==> src/rtl/irqc_pkg.sv <==
package irqc_pkg;
  localparam int NUM_EXT  = 2;
  localparam int NUM_SRC  = 2 + NUM_EXT;
  localparam int CTRL_W   = 2 * NUM_SRC;
  localparam int SRC_TMR  = 0;
  localparam int SRC_SEC  = 1;
  localparam int SRC_EXT0 = 2;

  typedef enum logic [1:0] {
    RATE_1K    = 2'b00,
    RATE_50    = 2'b01,
    RATE_TONE0 = 2'b10,
    RATE_TONE1 = 2'b11
  } rate_sel_e;
endpackage

==> src/rtl/irqc_fall_det.sv <==
module irqc_fall_det #(
  parameter int STAGES = 2
) (
  input  logic clk,
  input  logic rst_n,
  input  logic pin_n,
  output logic fall_o
);
  logic [STAGES-1:0] chain_q, chain_d;
  logic              dly_q, dly_d;

  always_comb begin
    chain_d = {chain_q[STAGES-2:0], pin_n};
    dly_d   = chain_q[STAGES-1];
  end

  always_ff @(posedge clk or negedge rst_n) begin
    if (!rst_n) begin
      chain_q <= '1;
      dly_q   <= 1'b1;
    end else begin
      chain_q <= chain_d;
      dly_q   <= dly_d;
    end
  end

  assign fall_o = dly_q & ~chain_q[STAGES-1];
endmodule

==> src/rtl/irqc_rate_mux.sv <==
module irqc_rate_mux
  import irqc_pkg::*;
(
  input  logic [1:0] rate_sel,
  input  logic       tick_1khz,
  input  logic       tick_50hz,
  input  logic       tone0_pulse,
  input  logic       tone1_pulse,
  output logic       tmr_evt
);
  always_comb begin
    unique case (rate_sel_e'(rate_sel))
      RATE_1K:    tmr_evt = tick_1khz;
      RATE_50:    tmr_evt = tick_50hz;
      RATE_TONE0: tmr_evt = tone0_pulse;
      RATE_TONE1: tmr_evt = tone1_pulse;
      default:    tmr_evt = 1'b0;
    endcase
  end
endmodule

==> src/rtl/irqc_src_cell.sv <==
module irqc_src_cell (
  input  logic clk,
  input  logic rst_n,
  input  logic evt_i,
  input  logic en_i,
  input  logic clr_i,
  output logic div_o,
  output logic lat_o
);
  logic div_q, div_d;
  logic lat_q, lat_d;
  logic lat_ce;

  always_comb begin
    div_d  = ~div_q;
    lat_ce = clr_i | (evt_i & en_i);
    lat_d  = ~clr_i;
  end

  always_ff @(posedge clk or negedge rst_n) begin
    if (!rst_n) begin
      div_q <= 1'b0;
      lat_q <= 1'b0;
    end else begin
      if (evt_i)  div_q <= div_d;
      if (lat_ce) lat_q <= lat_d;
    end
  end

  assign div_o = div_q;
  assign lat_o = lat_q;
endmodule

==> src/rtl/irqc_four_src.sv <==
module irqc_four_src
  import irqc_pkg::*;
#(
  parameter int SYNC_STAGES = 2
) (
  input  logic              clk,
  input  logic              rst_n,
  input  logic [1:0]        rate_sel,
  input  logic              tick_1khz,
  input  logic              tick_50hz,
  input  logic              tick_1hz,
  input  logic              tone0_pulse,
  input  logic              tone1_pulse,
  input  logic              video_irq_n,
  input  logic              net_irq_n,
  input  logic              ctrl_we,
  input  logic [CTRL_W-1:0] ctrl_wdata,
  output logic [CTRL_W-1:0] status_rdata,
  output logic              irq_n,
  output logic              irq_oe
);
  logic [1:0]         rst_pipe_q;
  logic               core_rst_n;
  logic [NUM_SRC-1:0] en_q, en_d, en_wr, clr, src_evt, div, lat;
  logic [NUM_EXT-1:0] ext_n;
  logic               any_lat;

  always_ff @(posedge clk or negedge rst_n) begin
    if (!rst_n) rst_pipe_q <= '0;
    else        rst_pipe_q <= {rst_pipe_q[0], 1'b1};
  end
  assign core_rst_n = rst_pipe_q[1];

  irqc_rate_mux u_rate (
    .rate_sel    (rate_sel),
    .tick_1khz   (tick_1khz),
    .tick_50hz   (tick_50hz),
    .tone0_pulse (tone0_pulse),
    .tone1_pulse (tone1_pulse),
    .tmr_evt     (src_evt[SRC_TMR])
  );
  assign src_evt[SRC_SEC] = tick_1hz;

  assign ext_n = {net_irq_n, video_irq_n};
  for (genvar g = 0; g < NUM_EXT; g++) begin : g_ext
    irqc_fall_det #(.STAGES(SYNC_STAGES)) u_fall (
      .clk    (clk),
      .rst_n  (core_rst_n),
      .pin_n  (ext_n[g]),
      .fall_o (src_evt[SRC_EXT0+g])
    );
  end

  for (genvar i = 0; i < NUM_SRC; i++) begin : g_src
    assign en_wr[i] = ctrl_wdata[2*i];
    assign clr[i]   = ctrl_we & ctrl_wdata[2*i+1];

    irqc_src_cell u_cell (
      .clk   (clk),
      .rst_n (core_rst_n),
      .evt_i (src_evt[i]),
      .en_i  (en_q[i]),
      .clr_i (clr[i]),
      .div_o (div[i]),
      .lat_o (lat[i])
    );

    assign status_rdata[2*i]   = div[i];
    assign status_rdata[2*i+1] = lat[i];
  end

  always_comb en_d = en_wr;

  always_ff @(posedge clk or negedge core_rst_n) begin
    if (!core_rst_n)  en_q <= '0;
    else if (ctrl_we) en_q <= en_d;
  end

  assign any_lat = |lat;
  assign irq_n   = ~any_lat;
  assign irq_oe  = any_lat;
endmodule

==> config.mk <==
export PLATFORM = sky130hd
export DESIGN_NAME = irqc_four_src
export DESIGN_NICKNAME = d
export VERILOG_FILES = /design/src/rtl/irqc_pkg.sv /design/src/rtl/irqc_fall_det.sv /design/src/rtl/irqc_rate_mux.sv /design/src/rtl/irqc_src_cell.sv /design/src/rtl/irqc_four_src.sv
export SDC_FILE = /design/constraint.sdc
export NUM_CORES = 1
export LEC_CHECK = 0
export BUFFER_PORTS_ARGS = -buffer_cell sky130_fd_sc_hd__buf_4
export CAP_MARGIN = 0
export CORE_UTILIZATION = 49
export CTS_CLUSTER_DIAMETER = 30
export DETAILED_ROUTE_END_ITERATION = 12
export HOLD_SLACK_MARGIN = 0.15
export PLACE_DENSITY = 0.9
export SYNTH_ARGS = -nofsm -noshare
export SYNTH_HDL_FRONTEND = slang
export SYNTH_SLANG_ARGS = --single-unit
export TNS_END_PERCENT = 30
==> constraint.sdc <==
create_clock -name clk -period 1.7 [get_ports clk]
set_input_delay 0.34 -clock clk [delete_from_list [all_inputs] [get_ports clk]]
set_output_delay 0.34 -clock clk [all_outputs]
set_load 0.05 [all_outputs]
Yosys cells after proc, flatten, opt, wreduce, memory -nomap -nowiden --
Cells that the tools add are included.
Word-level totals: register bits after elaboration 20, input port bits 20, output and inout bits 10, word-level logic and storage cells 45
Cells by class: equality and inequality tests 3, mux-type cells 1, bitwise operators 25, reduce and logical (&&, ||, !) cells 2
Operators by type and width (number):
- NOT 1 bit | 11
- AND 1 bit | 10
- equality test 2 bit, second input constant | 2
- bitwise OR 1 bit | 4
- case mux 1 bit (4 select lines) | 1
- OR reduction 4 bit | 1
- equality test 2 x 1 -> 1 bit, second input constant | 1
- logical NOT 2 bit | 1

Logic depth before layout (Yosys ltp) --
depth in word-level cells 4, mapped depth 3, gate-level depth less buffers 3

Modules after synthesis --
A second synthesis with hierarchy kept.
Second synthesis, totals: cells, all modules 47, area, all modules 720.7 µm²
Modules (own cells, without submodules):
- irqc_src_cell | instances 4, cells each 5, area each 67.6 µm², sequential area each 50.0 µm²
- irqc_four_src | instances 1, cells each 18, area each 242.7 µm², sequential area each 150.1 µm²
- irqc_fall_det | instances 2, cells each 4, area each 92.6 µm², sequential area each 78.8 µm²
- irqc_rate_mux | instances 1, cells each 1, area each 22.5 µm², sequential area each 0.0 µm²

Worst setup path before layout --
OpenSTA, ideal clock, no wires.
kind register -> output, from register g_src[1].u_cell.lat_q, to output port irq_n, data arrival time 1.580 ns, data required time 1.360 ns, path slack -0.220 ns, cell stages (with the launch flop) 3, buffers on the path 0, cell sequence dfrtp_1 -> or4_1 -> inv_1
Between the ends: cells in the longest elaborated chain, start to end 2
Ends and longest elaborated chain:
- from (decl) | line irqc_src_cell.sv:11 | logic lat_q, lat_d;
- from (signal assigned) | line irqc_src_cell.sv:26 | if (lat_ce) lat_q <= lat_d;
- OR reduction 4 bit | line irqc_four_src.sv:79 | assign any_lat = |lat;
- net irq_oe | line irqc_four_src.sv:20 | output logic irq_oe
- NOT 1 bit | line irqc_four_src.sv:80 | assign irq_n = ~any_lat;
- to (decl) | line irqc_four_src.sv:19 | output logic irq_n,
The timed path passes the listed nets, and every way through them passes these cells.

Worst setup path in the final report --
from register g_src[0].u_cell.lat_q, to output port irq_n
Between the ends: cells in the longest elaborated chain, start to end 2
Ends and longest elaborated chain (line):
- from (decl) | irqc_src_cell.sv:11
- from (signal assigned) | irqc_src_cell.sv:26
- OR reduction 4 bit | irqc_four_src.sv:79
- NOT 1 bit | irqc_four_src.sv:80
No other way between the ends.

==> reports/summary.md <==
Outcome
• run status: finished, violations left
• violated checks: negative setup slack

Synth
• simple-gate area share of the yosys netlist: 1.997%
• most numerous cell types in the synthesized netlist: dfrtp_1, buf_4, dfstp_2
• synthesis-stage register bit count: 20
• post-synth top area share: 46.59%
• combinational family with the most area after synthesis: buffers and inverters
• leading register cell type out of synthesis: dfrtp_1
• main area contributors after synthesis: dfrtp_1, dfstp_2, buf_4
• number of warnings issued by yosys: 0
• number of library cell types mapped by synthesis: 15
• Post-synth ARST share: 100.0%
• synthesized area divided by synthesized cell count: 14.19 sq um
• Synth Area in Compound Gates: 6.156%
• cell area after technology mapping: 752.0 sq um
• cells after synthesis: 53
• adder and majority cell fraction of the synthesized area: 0%
• post-synthesis share of cell area spent on xor and xnor gates: 4.659%
• fraction of the yosys area taken by sequential cells: 67.55%
• syn nets: 73
• multiplexer share of the synthesized area: 8.985%
• Synth area leader: dfrtp_1
• most frequent cell after synthesis: dfrtp_1
• EDFF count, synth: 0

Global routing
• number of antenna violations at the first check in global routing: 0
• Congestion Overflow GR: 0
• met2 routing resource usage after global routing: 33.98%
• number of global-route vias before repair: 453
• met1 track demand over resource in global routing: 18.12%
• first-pass GRT wire length: 1.849 mm
• global routing usage summed across all routing layers: 18.40%
• global-route track usage on met3: 7.065%
• maximum number of pins on one net before global-route repair: 19
• layer carrying the most global-route usage: met2

Clocking
• level count of the clock H-tree: 1
• later-pin clock latency in the skew report: 0.29 ns
• Clock transition at path regs: 0.10 ns
• CTS Buffer Depth: 2
• root cell of the clock tree: clkbuf_4
• clock buffers created by TritonCTS: 3
• clock sinks: 20
• clock tree from TritonCTS: built

Die
• standard cell core area: 1366 sq um
• standard-cell row count: 13
• die extent in y: 41.18 um
• floorplan die width: 41.18 um
• IO Pins: 30
• initial core utilization: 55.04%
• overall die area: 1695 sq um

Detailed routing
• WL final: 1.252 mm
• vias: 504
• number of optimization iterations in the first detailed-route pass: 4
• Wirelength per Cell: 12.78 um
• DRC violations left: 0
• DRT antenna net count: 0
• Vias/cell: 5.143
• initial detailed-routing violation count: 4

Job
• number of max-cap violations: 0

Placed design
• Setup Slack @ Placement: 0.1429 ns
• routability cong.: 0.6339
• placed wire-length estimate: 964.8 um
• buffers added on ports: 29
• area after detailed placement: 930.9 sq um

Timing
• final-report max-slew violation count: 0
• Finish-stage setup viols: 2
• post-layout worst setup margin: -0.1357 ns
• Final Hold Vio Count: 0
• Fin Setup TNS: -0.2517 ns
• worst rel slew slack: 55.80%
• Tmin final: 1.836 ns
• worst clock skew on the final layout: 0.001596 ns
• fmax: 0.5448 GHz
• setup repair after global routing missed its margin: yes
• Period Utilization, post-route: 108.0%
• worst-margin pin slew: 0.6629 ns

Worst setup path
• buffers plus inverters on the worst setup path: 2
• critical path peak fanout: 2
• CP Launch Type: flip-flop
• arrival time of the worst setup path: 1.50 ns
• Crit path required time: 1.36 ns
• worst reg2reg startpoint: g_src[0].u_cell.lat_o$_DFFE_PN0P_
• Critical Setup Path Class: reg2out
• max incr delay on CP: 0.57 ns
• cell-by-cell listing of the critical path: or4_4 > clkinvlp_4 > buf_8
• cell type of the slowest stage on the worst timing path: or4_4
• capturing element type of the critical path: output port
• kind of cell with the highest combined delay on the critical path: simple AND/OR/NAND/NOR gates
• Critical Path Start: g_src[0].u_cell.lat_o$_DFFE_PN0P_

Hold path
• startpoint of the lowest-slack hold path: ctrl_wdata[7]
• classification of the worst-slack hold path: in2reg

Pwr
• Worst VDD drop: 0.8356 mV
• PwrDens: 1460 nW/um^2
• leakage power figure: 0.0004961 uW

Final layout
• Synth-to-Final Area Change: 38.77%
• layout cells sized above 1: 60.24%
• final cell area excluding filler cells: 1044 sq um
• Final Net Count: 104
• Antenna Cells: 0
• number of fillers in the final layout: 96

==> state kept, by name, indices dropped and copies added, names as in the netlist <==
| name | flops |
|---|---|
| en_q | 4 |
| g_ext.u_fall.chain_q | 4 |
| g_src.u_cell.div_o | 4 |
| g_src.u_cell.lat_o | 4 |
| g_ext.u_fall.dly_q | 2 |
| rst_pipe_q | 2 |
==> worst register-to-register path, cell delays in order (launching register included) <==
cell	delay (ns)
dfrtp_1	0.40
buf_4	0.13
buf_4	0.13
a21oi_2	0.09
a21oi_1	0.05
==> metal layers <==
metal  routed length (um)  up-vias
met5                    0        -
met4                    0        0
met3                  106        0
met2                  664       27
met1                  481      247
li1                     -      230
==> what timing repair did <==
action	CTS	global route
resized for setup	2	0
endpoints found under the setup margin	2	2
hold buffers	3	0
buffers inserted	2	1
gates cloned	0	0
endpoints found under the hold margin	4	0
pin swaps	1	0
==> placed cells by master, fill, tap and decap left out, types with 3 or more instances in the layout <==
cell / synthesis / final
mux2_2: 4 / 4
buf_4: 8 / 31
a21oi_1: 5 / 5
dfstp_2: 6 / 6
clkbuf_4: 0 / 3
dlygate4sd3_1: 0 / 3
dfrtp_1: 14 / 14
==> per-stage QoR <==
stage	hold WS [ns]	power (uW)	utilization, %	std cells
5_1_grt	0.1866	1605	76.37	98
3_5_place_dp	0.1233	1134	68.13	88
6_report	0.2100	1524	76.37	98
4_1_cts	0.1902	1536	75.82	97
2_1_floorplan	0.04441	1055	-	53
3_3_place_gp	0.1227	1121	68.13	88
==> report_power, final <==
part	switching (uW)	internal, uW	leakage, uW
sequential	61.5	563	0.000229
clock	134	238	0.0000279
combinational	332	195	0.000239
total	527	996	0.000496
==> cell families after synthesis <==
| kind of cell | Yosys count |
|---|---|
| buffers and inverters | 12 |
| and+or+nand+nor | 3 |
| xor gates and xnor gates | 4 |
| muxes | 5 |
| other | 1 |
| DFF | 20 |
| AOI/OAI and AO/OA | 8 |
==> layout make-up <==
| class | instances | area, sq um | share of cell area [%] |
|---|---|---|---|
| flip-flops and latches | 20 | 508.0 | 48.68 |
| repair buffers | 35 | 277.8 | 26.62 |
| multi-input cells | 21 | 171.4 | 16.43 |
| clock inverters | 1 | 30.03 | 2.878 |
| clock buffers | 3 | 22.52 | 2.158 |
| well taps | 15 | 18.77 | 1.799 |
| inverters | 3 | 15.01 | 1.439 |
==> worst paths after layout <==
check | to | slack (ns) | cells after the start
min in group asynchronous | en_q[3]$_DFFE_PN0P_ | 0.28 | 0
max in group asynchronous | g_src[1].u_cell.div_o$_DFFE_PN0P_ | 1.00 | 0
setup reg to reg | g_src[0].u_cell.lat_o$_DFFE_PN0P_ | 0.80 | 4
setup / recovery | irq_n | -0.14 | 3
hold reg to reg | en_q[3]$_DFFE_PN0P_ | 0.28 | 0
hold / removal | g_src[3].u_cell.lat_o$_DFFE_PN0P_ | 0.21 | 2
Power figures use the tool's default switching activity.
